### src/rtl/pbalu_pkg.sv
// Package: shared operation-class encoding and flag layout for the
// prefixed bit-manipulation ALU. Assumes the 8-bit opcode field layout.
package pbalu_pkg;

    // Operation classes; the first eight follow opcode[5:3] order.
    typedef enum logic [3:0] {
        CLS_ROL_CIRC  = 4'd0,
        CLS_ROR_CIRC  = 4'd1,
        CLS_ROL_CARRY = 4'd2,
        CLS_ROR_CARRY = 4'd3,
        CLS_SHL       = 4'd4,
        CLS_SHR_ARITH = 4'd5,
        CLS_NIBSWAP   = 4'd6,
        CLS_SHR_LOGIC = 4'd7,
        CLS_TEST      = 4'd8,
        CLS_CLEAR     = 4'd9,
        CLS_FORCE     = 4'd10
    } op_class_e;

    // Flag vector, zero flag in the most significant position.
    typedef struct packed {
        logic z;
        logic n;
        logic h;
        logic c;
    } flag_t;

endpackage

### src/rtl/pbalu_decode.sv
// Module: pbalu_decode
// Splits the opcode into an operation class and a bit index.
// Assumes opcode[7:6] selects the group and opcode[5:3] the sub-field;
// opcode[2:0] (operand selector) is decoded by the core, not here.
module pbalu_decode
    import pbalu_pkg::*;
#(
    parameter int IDX_W = 3
) (
    input  logic [7:0]       opcode,
    output op_class_e        cls,
    output logic [IDX_W-1:0] bit_idx
);

    logic unused_sel;

    // Operand selector is decoded elsewhere; fold it away explicitly.
    assign unused_sel = ^opcode[2:0];

    // Target bit index sits directly above the operand selector.
    assign bit_idx = opcode[3 +: IDX_W];

    // Map the group and sub-field onto a class.
    always_comb begin
        unique case (opcode[7:6])
            2'b00:   cls = op_class_e'({1'b0, opcode[5:3]});
            2'b01:   cls = CLS_TEST;
            2'b10:   cls = CLS_CLEAR;
            default: cls = CLS_FORCE;
        endcase
    end

endmodule

### src/rtl/pbalu_shifter.sv
// Module: pbalu_shifter
// Rotates, shifts and nibble swap on a DW-bit operand.
// Assumes DW is even; carry_out is 0 for the swap and for non-shift classes.
module pbalu_shifter
    import pbalu_pkg::*;
#(
    parameter int DW = 8
) (
    input  op_class_e       cls,
    input  logic [DW-1:0]   operand,
    input  logic            carry_in,
    output logic [DW-1:0]   res,
    output logic            carry_out
);

    localparam int HALF = DW / 2;

    logic msb, lsb;

    assign msb = operand[DW-1];
    assign lsb = operand[0];

    // Select the shifted value and the bit pushed out for each class.
    always_comb begin
        res       = operand;
        carry_out = 1'b0;
        unique case (cls)
            CLS_ROL_CIRC: begin
                res       = {operand[DW-2:0], msb};
                carry_out = msb;
            end
            CLS_ROR_CIRC: begin
                res       = {lsb, operand[DW-1:1]};
                carry_out = lsb;
            end
            CLS_ROL_CARRY: begin
                res       = {operand[DW-2:0], carry_in};
                carry_out = msb;
            end
            CLS_ROR_CARRY: begin
                res       = {carry_in, operand[DW-1:1]};
                carry_out = lsb;
            end
            CLS_SHL: begin
                res       = {operand[DW-2:0], 1'b0};
                carry_out = msb;
            end
            CLS_SHR_ARITH: begin
                res       = {msb, operand[DW-1:1]};
                carry_out = lsb;
            end
            CLS_NIBSWAP: begin
                res       = {operand[HALF-1:0], operand[DW-1:HALF]};
                carry_out = 1'b0;
            end
            CLS_SHR_LOGIC: begin
                res       = {1'b0, operand[DW-1:1]};
                carry_out = lsb;
            end
            default: begin
                res       = operand;
                carry_out = 1'b0;
            end
        endcase
    end

endmodule

### src/rtl/pbalu_bitop.sv
// Module: pbalu_bitop
// Single-bit test, clear and force at a run-time bit index.
// Assumes bit_idx < DW; for other classes the operand passes unchanged.
module pbalu_bitop
    import pbalu_pkg::*;
#(
    parameter int DW    = 8,
    parameter int IDX_W = $clog2(DW)
) (
    input  op_class_e        cls,
    input  logic [DW-1:0]    operand,
    input  logic [IDX_W-1:0] bit_idx,
    output logic [DW-1:0]    res,
    output logic             tested
);

    logic [DW-1:0] hit;
    logic          do_write;
    logic          fill;

    // Write only for clear/force; fill value is 1 only for force.
    assign do_write = (cls == CLS_CLEAR) || (cls == CLS_FORCE);
    assign fill     = (cls == CLS_FORCE);

    // One lane per operand bit: decode the index and replace the hit bit.
    for (genvar i = 0; i < DW; i++) begin : g_lane
        assign hit[i] = (bit_idx == IDX_W'(i));
        assign res[i] = (do_write && hit[i]) ? fill : operand[i];
    end

    // Tested bit is the operand bit at the decoded position.
    assign tested = |(operand & hit);

endmodule

### src/rtl/pbalu_core.sv
// Module: pbalu_core (top)
// Combinational execution unit for second-table opcodes: decodes the
// class, runs the shifter or bit unit, and forms flags, mask and write-back.
// Assumes the core applies flags_mask and wr_en; no state is held here.
module pbalu_core
    import pbalu_pkg::*;
#(
    parameter int DW = 8
) (
    input  logic [7:0]    opcode,
    input  logic [DW-1:0] operand,
    input  logic [3:0]    flags_in,
    output logic [DW-1:0] result,
    output logic          wr_en,
    output logic [3:0]    flags_out,
    output logic [3:0]    flags_mask
);

    localparam int IDX_W = $clog2(DW);

    op_class_e        cls;
    logic [IDX_W-1:0] bit_idx;
    logic [DW-1:0]    sh_res, bo_res;
    logic             sh_carry, tested;
    flag_t            fin, fnext;
    logic             is_shift;

    assign fin      = flag_t'(flags_in);
    assign is_shift = (opcode[7:6] == 2'b00);

    pbalu_decode #(.IDX_W(IDX_W)) u_dec (
        .opcode  (opcode),
        .cls     (cls),
        .bit_idx (bit_idx)
    );

    pbalu_shifter #(.DW(DW)) u_shf (
        .cls       (cls),
        .operand   (operand),
        .carry_in  (fin.c),
        .res       (sh_res),
        .carry_out (sh_carry)
    );

    pbalu_bitop #(.DW(DW), .IDX_W(IDX_W)) u_bit (
        .cls     (cls),
        .operand (operand),
        .bit_idx (bit_idx),
        .res     (bo_res),
        .tested  (tested)
    );

    // Choose result, write-back, flags and mask by operation group.
    always_comb begin
        fnext      = fin;
        flags_mask = 4'b0000;
        wr_en      = 1'b1;
        result     = bo_res;
        if (is_shift) begin
            result     = sh_res;
            fnext.z    = (sh_res == '0);
            fnext.n    = 1'b0;
            fnext.h    = 1'b0;
            fnext.c    = sh_carry;
            flags_mask = 4'b1111;
        end else if (cls == CLS_TEST) begin
            result     = operand;
            wr_en      = 1'b0;
            fnext.z    = ~tested;
            fnext.n    = 1'b0;
            fnext.h    = 1'b1;
            flags_mask = 4'b1110;
        end
    end

    assign flags_out = fnext;

endmodule

### config.mk
export PLATFORM = sky130hd
export DESIGN_NAME = pbalu_core
export DESIGN_NICKNAME = d
export VERILOG_FILES = /design/src/rtl/pbalu_pkg.sv /design/src/rtl/pbalu_decode.sv /design/src/rtl/pbalu_shifter.sv /design/src/rtl/pbalu_bitop.sv /design/src/rtl/pbalu_core.sv
export SDC_FILE = /design/constraint.sdc
export NUM_CORES = 1
export LEC_CHECK = 0
export ABC_AREA = 1
export BUFFER_PORTS_ARGS = -buffer_cell sky130_fd_sc_hd__buf_2
export CORE_AREA = 2 2 46 48
export DETAILED_ROUTE_END_ITERATION = 10
export DIE_AREA = 0 0 48 50
export PLACE_DENSITY = 0.89
export SYNTH_ARGS = -nofsm -noshare
export SYNTH_HDL_FRONTEND = slang
export SYNTH_SLANG_ARGS = --single-unit
### constraint.sdc
create_clock -name vclk -period 2.4
set_input_delay 0.36 -clock vclk [all_inputs]
set_output_delay 0.36 -clock vclk [all_outputs]
set_load 0.02 [all_outputs]
==> results.json, run 1 <==
{
  "status": "finished, final reports clean",
  "initial_utilization_pct": 49.7,
  "die_w_um": 48,
  "seq_area_frac_synth_pct": 0,
  "max_freq_ghz": 0.425,
  "hold_violations": 0,
  "drt_iter0_drc": 124,
  "io_pins": 37,
  "layout_setup_ws_ps": 46.0,
  "crit_buf_inv": 4,
  "setup_violations": 0,
  "wirelength_mm": 3.44,
  "crit_chain": "buf_2 > inv_4 > ha_4 > nand2_1 > nand2_2 > nand2_4 > buf_4 > nand4_1 > nand3_1 > nand2_1 > nand2_1 > nor2_1 > nand3_1 > nand2_1 > buf_4",
  "drc_errors": 0,
  "final_nets": 256,
  "grt_max_degree": 15,
  "ant_nets": 0,
  "synth_compound_area_share_pct": 19.6,
  "powerDensity_nw_per_um2": 241,
  "grt_pass1_vias": 1208,
  "seq_cells": 0,
  "syn_area_um2": 945,
  "rsz0062_at_grt": "yes",
  "synth_mux_area_share_pct": 0,
  "post-dp-hpwl_mm": 2.52,
  "grt_pass1_wl_mm": 5.23,
  "crit_family": "simple AND/OR/NAND/NOR gates",
  "leakagePower_uw": 0.000700,
  "slowest_stage": "ha_4",
  "num_rows": 16,
  "syn_avg_cell_area_um2": 4.95,
  "detail_route.wl_per_cell_um": 13.3,
  "synth-simple-area-share_pct": 59.7,
  "cts_hold_buf": 0,
  "whs_ps": 1040,
  "dp_slack_ps": -73.5,
  "grt-ovfl-total": 0,
  "cp.depth": 15,
  "nClkBuffers": 0,
  "fillers": 171,
  "drt_pass1_iterations": 5,
  "via_count": 1526,
  "final-seq-area_um2": 0,
  "period_minus_slack_ps": 2350,
  "min_path_type": "in -> out",
  "layout.cells.non_filler": 259,
  "fin_setup_tns_ps": 0,
  "worst_slew_pin_slew_ps": 437,
  "synth_fa_ha_area_share_pct": 2.65,
  "cap_violations": 0,
  "final_max_slew_viol_count": 0,
  "final_cell_mix": "nand2_1, buf_2, nand3_1",
  "syn_nets": 213,
  "gp_congestion": 0.974,
  "n_antenna_cell": 0,
  "worstSetupPathType": "in -> out",
  "drive_gt1_share_pct": 30.2,
  "ys_warn_count": 0,
  "cp-startpoint": "opcode[6]",
  "endpoint": "flags_out[3]",
  "start_kind": "input pin",
  "syn_to_final_growth_pct": 35.2,
  "antenna_found_initial": 0,
  "grt.total_usage_pct": 28.2,
  "cp-end-kind": "primary output",
  "layout_commonest_cell": "nand2_1",
  "fp.dieArea_um2": 2400,
  "worstPathMaxFanout": 10,
  "cpMostUsedCell": "nand2_1",
  "dpl.cell_count": 255,
  "die_h_um": 50,
  "via_per_inst": 5.89,
  "ir_worst_vdd_mv": 0.128,
  "placed_area_um2": 1180,
  "synthXorXnorAreaFrac_pct": 0,
  "crit_arrival_ps": 1990,
  "max_slew_margin_pct": 70.6,
  "synth_top_family_by_area": "simple AND/OR/NAND/NOR gates",
  "slowest_delay_ps": 180,
  "core_um2": 1900,
  "syn_inst": 191,
  "required_ps": 2040,
  "period_share_pct": 98.1,
  "synth_cell_types": 28,
  "port_buffers": 34,
  "fin_area_um2": 1280
}
final cells by class:
cell class / instances / area [um^2] / area share [%]
multi-input combinational: 155 / 821 / 64.3
timing repair buffer: 52 / 320 / 25.1
tap: 27 / 33.8 / 2.64
inverter: 25 / 103 / 8.03
logic make-up after synthesis:
group | Yosys count
buf+inv | 36
fa+ha+maj | 2
simple gates | 124
compound gates | 29
routing by layer:
layer,global-route usage (%),vias to the layer above,routed length (um)
met1,38.5,658,1320
met5,0,-,0
met2,46.4,122,1610
met3,2.20,23,359
met4,6.31,0,149
li1,-,723,-
cells in the mapped netlist, drive strengths merged:
| library cell | number | share of area, % |
|---|---|---|
| a221o | 1 | 1.1 |
| inv | 25 | 9.9 |
| o21ai | 6 | 3.6 |
| o21bai | 1 | 0.79 |
| buf | 9 | 7.3 |
| a22oi | 5 | 4.0 |
| nand2 | 63 | 27 |
| o211ai | 1 | 0.79 |
| a21oi | 13 | 8.1 |
| or2 | 1 | 0.66 |
| o22ai | 2 | 1.3 |
| nand3 | 26 | 14 |
| nor3 | 6 | 3.2 |
| clkbuf | 2 | 0.79 |
| ha | 2 | 2.6 |
| nor2 | 14 | 5.8 |
| nand3b | 1 | 0.79 |
| nand4 | 13 | 8.6 |
repair_timing:
| action | in CTS | in global routing |
|---|---|---|
| gates resized for setup | 1 | 14 |
| setup buffers | 0 | 4 |
| cloned | 0 | 0 |
| setup endpoints to repair | 2 | 9 |
| pin swaps | 0 | 3 |
stage by stage:
stage          util (%)  power [uW]
6_report           67.2         308
5_1_grt            67.2         334
4_1_cts            62.0         275
3_5_place_dp       61.9         273
3_3_place_gp       61.9         268
2_1_floorplan         -         185
power breakdown:
group          leakage (uW)  switching, uW  internal [uW]
Sequential                0              0              0
Combinational      0.000700            193            115
Clock                     0              0              0
Total              0.000700            193            115
worst min-delay path by stage:
stage	endpoint	cells past startpoint	from
after floorplan	flags_out[2]	2	flags_in[2]
after global placement	flags_out[1]	4	flags_in[1]
after detailed placement	flags_out[1]	4	flags_in[1]
after CTS	flags_out[1]	4	flags_in[1]
after global routing	flags_out[2]	4	flags_in[2]
final	flags_out[1]	4	flags_in[1]
Note: power is estimated with default switching activity, not from simulation.
==> run 2, diff against run 1 <==
Settings changed: CORE_AREA 2 2 46 48 to 2 2 45 47, DIE_AREA 0 0 48 50 to 0 0 47 49, PLACE_DENSITY 0.89 to 0.92.
Clock period 2.4 ns to 2.85 ns, I/O delays scaled along.
==> run 2 against run 1 <==
Final cell count decreased by 6.2%; global-route usage decreased by 3.6 points; flip-flop and latch count unchanged; largest power group unchanged; setup slack improved by 200 ps; first-iteration DRC count decreased by 39%; combinational power decreased by 31%.
==> results.json, run 2 (synthesis results as in run 1) <==
{
  "status": "finished, final reports clean",
  "max_freq_ghz": 0.383,
  "grt_pass1_wl_mm": 4.45,
  "layout_commonest_cell": "nand2_1",
  "via_per_inst": 5.59,
  "worst_slew_pin_slew_ps": 446,
  "start_kind": "input pin",
  "fin_setup_tns_ps": 0,
  "cts_hold_buf": 0,
  "core_um2": 1840,
  "syn_to_final_growth_pct": 15.4,
  "leakagePower_uw": 0.000619,
  "fp.dieArea_um2": 2300,
  "seq_cells": 0,
  "rsz0062_at_grt": "no",
  "min_path_type": "in -> out",
  "required_ps": 2420,
  "fillers": 202,
  "hold_violations": 0,
  "max_slew_margin_pct": 70.3,
  "gp_congestion": 0.943,
  "initial_utilization_pct": 51.3,
  "n_antenna_cell": 0,
  "whs_ps": 1170,
  "wirelength_mm": 2.74,
  "cp-end-kind": "primary output",
  "die_w_um": 47,
  "period_share_pct": 91.5,
  "setup_violations": 0,
  "crit_arrival_ps": 2180,
  "post_cts_buffers": 0,
  "drc_errors": 0,
  "drt_iter0_drc": 76,
  "grt_max_degree": 18,
  "die_h_um": 49,
  "final_max_slew_viol_count": 0,
  "period_minus_slack_ps": 2610,
  "via_count": 1359,
  "detail_route.wl_per_cell_um": 11.3,
  "p_total_uw": 213,
  "powerDensity_nw_per_um2": 195,
  "post-dp-hpwl_mm": 2.22,
  "final-seq-area_um2": 0,
  "grt-ovfl-total": 0,
  "num_rows": 16,
  "utilization_pct": 59.2,
  "ant_nets": 0,
  "grt.total_usage_pct": 24.6,
  "ir_worst_vdd_mv": 0.0882,
  "nClkBuffers": 0,
  "multi_input_area_um2": 777,
  "worstPathMaxFanout": 10,
  "drive_gt1_share_pct": 21.3,
  "cap_violations": 0,
  "antenna_found_initial": 0,
  "io_pins": 37,
  "port_buffers": 34,
  "final_nets": 240,
  "grt_pass1_vias": 1049,
  "cts_resized": 0,
  "drt_pass1_iterations": 4,
  "final_cell_mix": "nand2_1, buf_2, nand3_1",
  "worstSetupPathType": "in -> out"
}
[run 2: cell types whose count changed in the layout (fill, tap and decap cells not counted), moves of 2 or more]
cell / previous run / this run
nor2_2: 3 / 1
ha_4: 2 / 0
buf_4: 18 / 2
nor2_1: 11 / 13
inv_4: 2 / 0
inv_1: 20 / 23
[run 2: path summary, 6_finish.rpt]
check	depth (start not counted)	end	startpoint
min	4	flags_out[1]	flags_in[1]
max	12	flags_out[3]	opcode[7]
[run 2: worst max-delay path: stages]
cell and delay, ps:
buf_2 110, inv_1 120, ha_2 310, nand3_1 220, inv_2 180, nor2_1 100, nand2_1 70, o211ai_1 80
a21oi_1 230, nand3_1 110, nand2_1 70, buf_2 150
[run 2: area by class of cell]
class,count,share of cell area [%]
Inverter,25,8.61
Multi-Input combinational cell,155,71.3
Tap cell,27,3.10
Timing Repair Buffer,36,17.0
[run 2: per-stage QoR]
step           instances  cell area (um^2)  setup slack, ps
2_1_floorplan        191               945              538
3_3_place_gp         243              1090              214
3_5_place_dp         243              1090              193
4_1_cts              243              1090              187
5_1_grt              243              1090             98.5
6_report             243              1090              242
[run 2: report_power, final]
group | leakage, uW | switching (uW) | internal (uW)
logic | 0.000619 | 144 | 68.8
clock network | 0 | 0 | 0
registers | 0 | 0 | 0
[run 2: layer usage]
layer	vias up	track usage, %	share of wire, %
li1	693	-	-
met1	596	34.2	43
met2	68	40.9	49
met3	2	2.96	7.9
met4	0	2.31	0.37
met5	-	0	0
==> run 3, diff against run 2 <==
Settings changed: ABC_AREA 1 to default, CORE_AREA 2 2 45 47 to 2 2 46 48, DIE_AREA 0 0 47 49 to 0 0 48 50, PLACE_DENSITY 0.92 to 0.93.
==> run 3 against run 2 <==
Flip-flop and latch count unchanged; first-iteration DRC count increased by 88%; clock-buffer cell count unchanged; final area increased by 32%; via count increased by 20%; die area increased by 4.2%; synthesized cell count decreased by 17%; final cell count decreased by 7.0%; combinational power increased by 39%; area after synthesis increased by 9.0%; highest routed layer unchanged.
==> results.json, run 3 <==
{
  "powerDensity_nw_per_um2": 207,
  "status": "finished, final reports clean",
  "final_nets": 223,
  "worstHoldPathCells": 4,
  "io_pins": 37,
  "syn_to_final_growth_pct": 39.5,
  "hold_end": "flags_out[1]",
  "whs_ps": 1210,
  "fp.dieArea_um2": 2400,
  "grt.total_usage_pct": 30.8,
  "cts_hold_buf": 0,
  "layout_setup_ws_ps": 48.3,
  "n_antenna_cell": 0,
  "worstPathMaxFanout": 9,
  "core_um2": 1900,
  "power.share.clock_pct": 0,
  "antenna_found_initial": 0,
  "max_freq_ghz": 0.357,
  "utilization_pct": 75.5,
  "leakagePower_uw": 0.000644,
  "grt_pass1_wl_mm": 5.65,
  "die_w_um": 48,
  "start_kind": "input pin",
  "fin_setup_tns_ps": 0,
  "die_h_um": 50,
  "final_cell_mix": "buf_2, buf_4, nand2_1",
  "ant_nets": 0,
  "worst_slew_pin_slew_ps": 469,
  "gp_congestion": 1.00,
  "seq_cells": 0,
  "cpMostUsedCell": "buf_4",
  "drt_iter0_drc": 143,
  "required_ps": 2420,
  "drive_gt1_share_pct": 40.2,
  "initial_utilization_pct": 54.1,
  "seq_area_frac_synth_pct": 0,
  "min_path_type": "in -> out",
  "synth_cell_types": 58,
  "setup_violations": 0,
  "crit_arrival_ps": 2370,
  "slowest_stage": "a2111oi_1",
  "syn_area_um2": 1030,
  "cell_internal_pwr_uw": 117,
  "final_max_slew_viol_count": 0,
  "p_seq_share_pct": 0,
  "grt-ovfl-total": 0,
  "synth_top_area_share_pct": 6.56,
  "grt_pass1_vias": 1318,
  "max_slew_margin_pct": 68.7,
  "synthTopCellsByCount": "nand2_1, nor2_1",
  "nClkBuffers": 0,
  "syn_inst": 158,
  "synth.top_cells.by_area": "nand2_1, a31oi_1, mux2i_1",
  "cap_violations": 0,
  "detail_route.wl_per_cell_um": 19.6,
  "period_share_pct": 98.3,
  "wirelength_mm": 4.43,
  "multi_input_area_um2": 997,
  "via_count": 1637,
  "period_minus_slack_ps": 2800,
  "hold_violations": 0,
  "ys_warn_count": 0,
  "ir_worst_vdd_mv": 0.124,
  "layout_commonest_cell": "buf_2",
  "worstSetupPathType": "in -> out",
  "yosysTopAreaCell": "nand2_1",
  "switching_share_pct": 60.6,
  "via_per_inst": 7.24,
  "syn_nets": 180,
  "drc_errors": 0,
  "crit_chain": "buf_4 > inv_4 > ha_4 > buf_4 > nor2_1 > o21ai_0 > a2111oi_1 > a211o_1 > a21o_1 > buf_2",
  "cp-end-kind": "primary output",
  "hold_path_startpoint": "flags_in[1]",
  "slowest_delay_ps": 480,
  "syn_avg_cell_area_um2": 6.52,
  "fillers": 111,
  "post-synth-top-count-cell": "nand2_1",
  "grt_max_degree": 17,
  "switching_power_uw": 180,
  "drt_pass1_iterations": 6,
  "port_buffers": 34,
  "num_rows": 16,
  "comb_power_share_pct": 100.0,
  "post-dp-hpwl_mm": 2.71,
  "final-seq-area_um2": 0,
  "dp_slack_ps": -77.6
}
-- run 3: changes by cell type after synthesis, moves of 5 or more --
cell / delta
nand2_1: -42
nand3_1: -24
inv_1: -14
nand4_1: -10
a31oi_1: +9
buf_2: +8
o31ai_1: +6
mux2i_1: +5
nor3_1: -5
-- run 3: worst max-delay path by stage --
stage	end	from	slack, ps
after floorplan	result[2]	opcode[7]	110
after global placement	flags_out[3]	opcode[7]	-8
after detailed placement	flags_out[3]	opcode[7]	-80
after CTS	flags_out[3]	opcode[7]	10
after global routing	flags_out[3]	opcode[7]	-50
final	result[7]	opcode[7]	50
-- run 3: stage by stage --
stage / instances / area (um^2) / total power (uW)
floorplan: 158 / 1030 / 172
global placement: 221 / 1270 / 248
detailed placement: 221 / 1270 / 252
CTS: 221 / 1280 / 254
global route: 226 / 1440 / 315
finish: 226 / 1440 / 297
-- run 3: cell type report --
class,instances,share of cell area (%)
Multi-Input combinational cell,132,69.4
Inverter,10,3.22
Timing Repair Buffer,57,25.0
Tap cell,27,2.35
-- run 3: power by group through the flow --
stage               Combinational (uW)  Sequential (uW)  Clock, uW
floorplan                          172                0          0
global placement                   248                0          0
detailed placement                 252                0          0
CTS                                254                0          0
global route                       315                0          0
finish                             297                0          0
-- run 3: kinds of logic after synthesis --
kind of cell,count (synthesis),share of synthesized area [%]
compound gates,62,45.6
fa+ha+maj,2,2.43
xor+xnor,1,0.851
buf+inv,26,13.2
mux,6,7.05
simple gates,61,30.9
-- run 3: critical path: cells and delay by family --
| family | cells | cell delay (ps) |
|---|---|---|
| AOI/OAI and AO/OA | 4 | 1000 |
| adders and majority gates | 1 | 180 |
| buffers and inverters | 4 | 460 |
| and+or+nand+nor | 1 | 300 |
-- run 3: what timing repair did --
action,CTS,global route
resized for setup,2,28
setup buffers,0,5
pin swaps,0,7
endpoints found under the setup margin,1,3
-- run 3: per-layer routing --
layer	share of wire [%]	routed length [um]	vias to the layer above	GRT usage, %
li1	-	-	685	-
met1	35	1560	732	41.9
met2	43	1910	170	49.6
met3	14	630	50	4.40
met4	7.3	325	0	7.21
met5	0	0	-	0
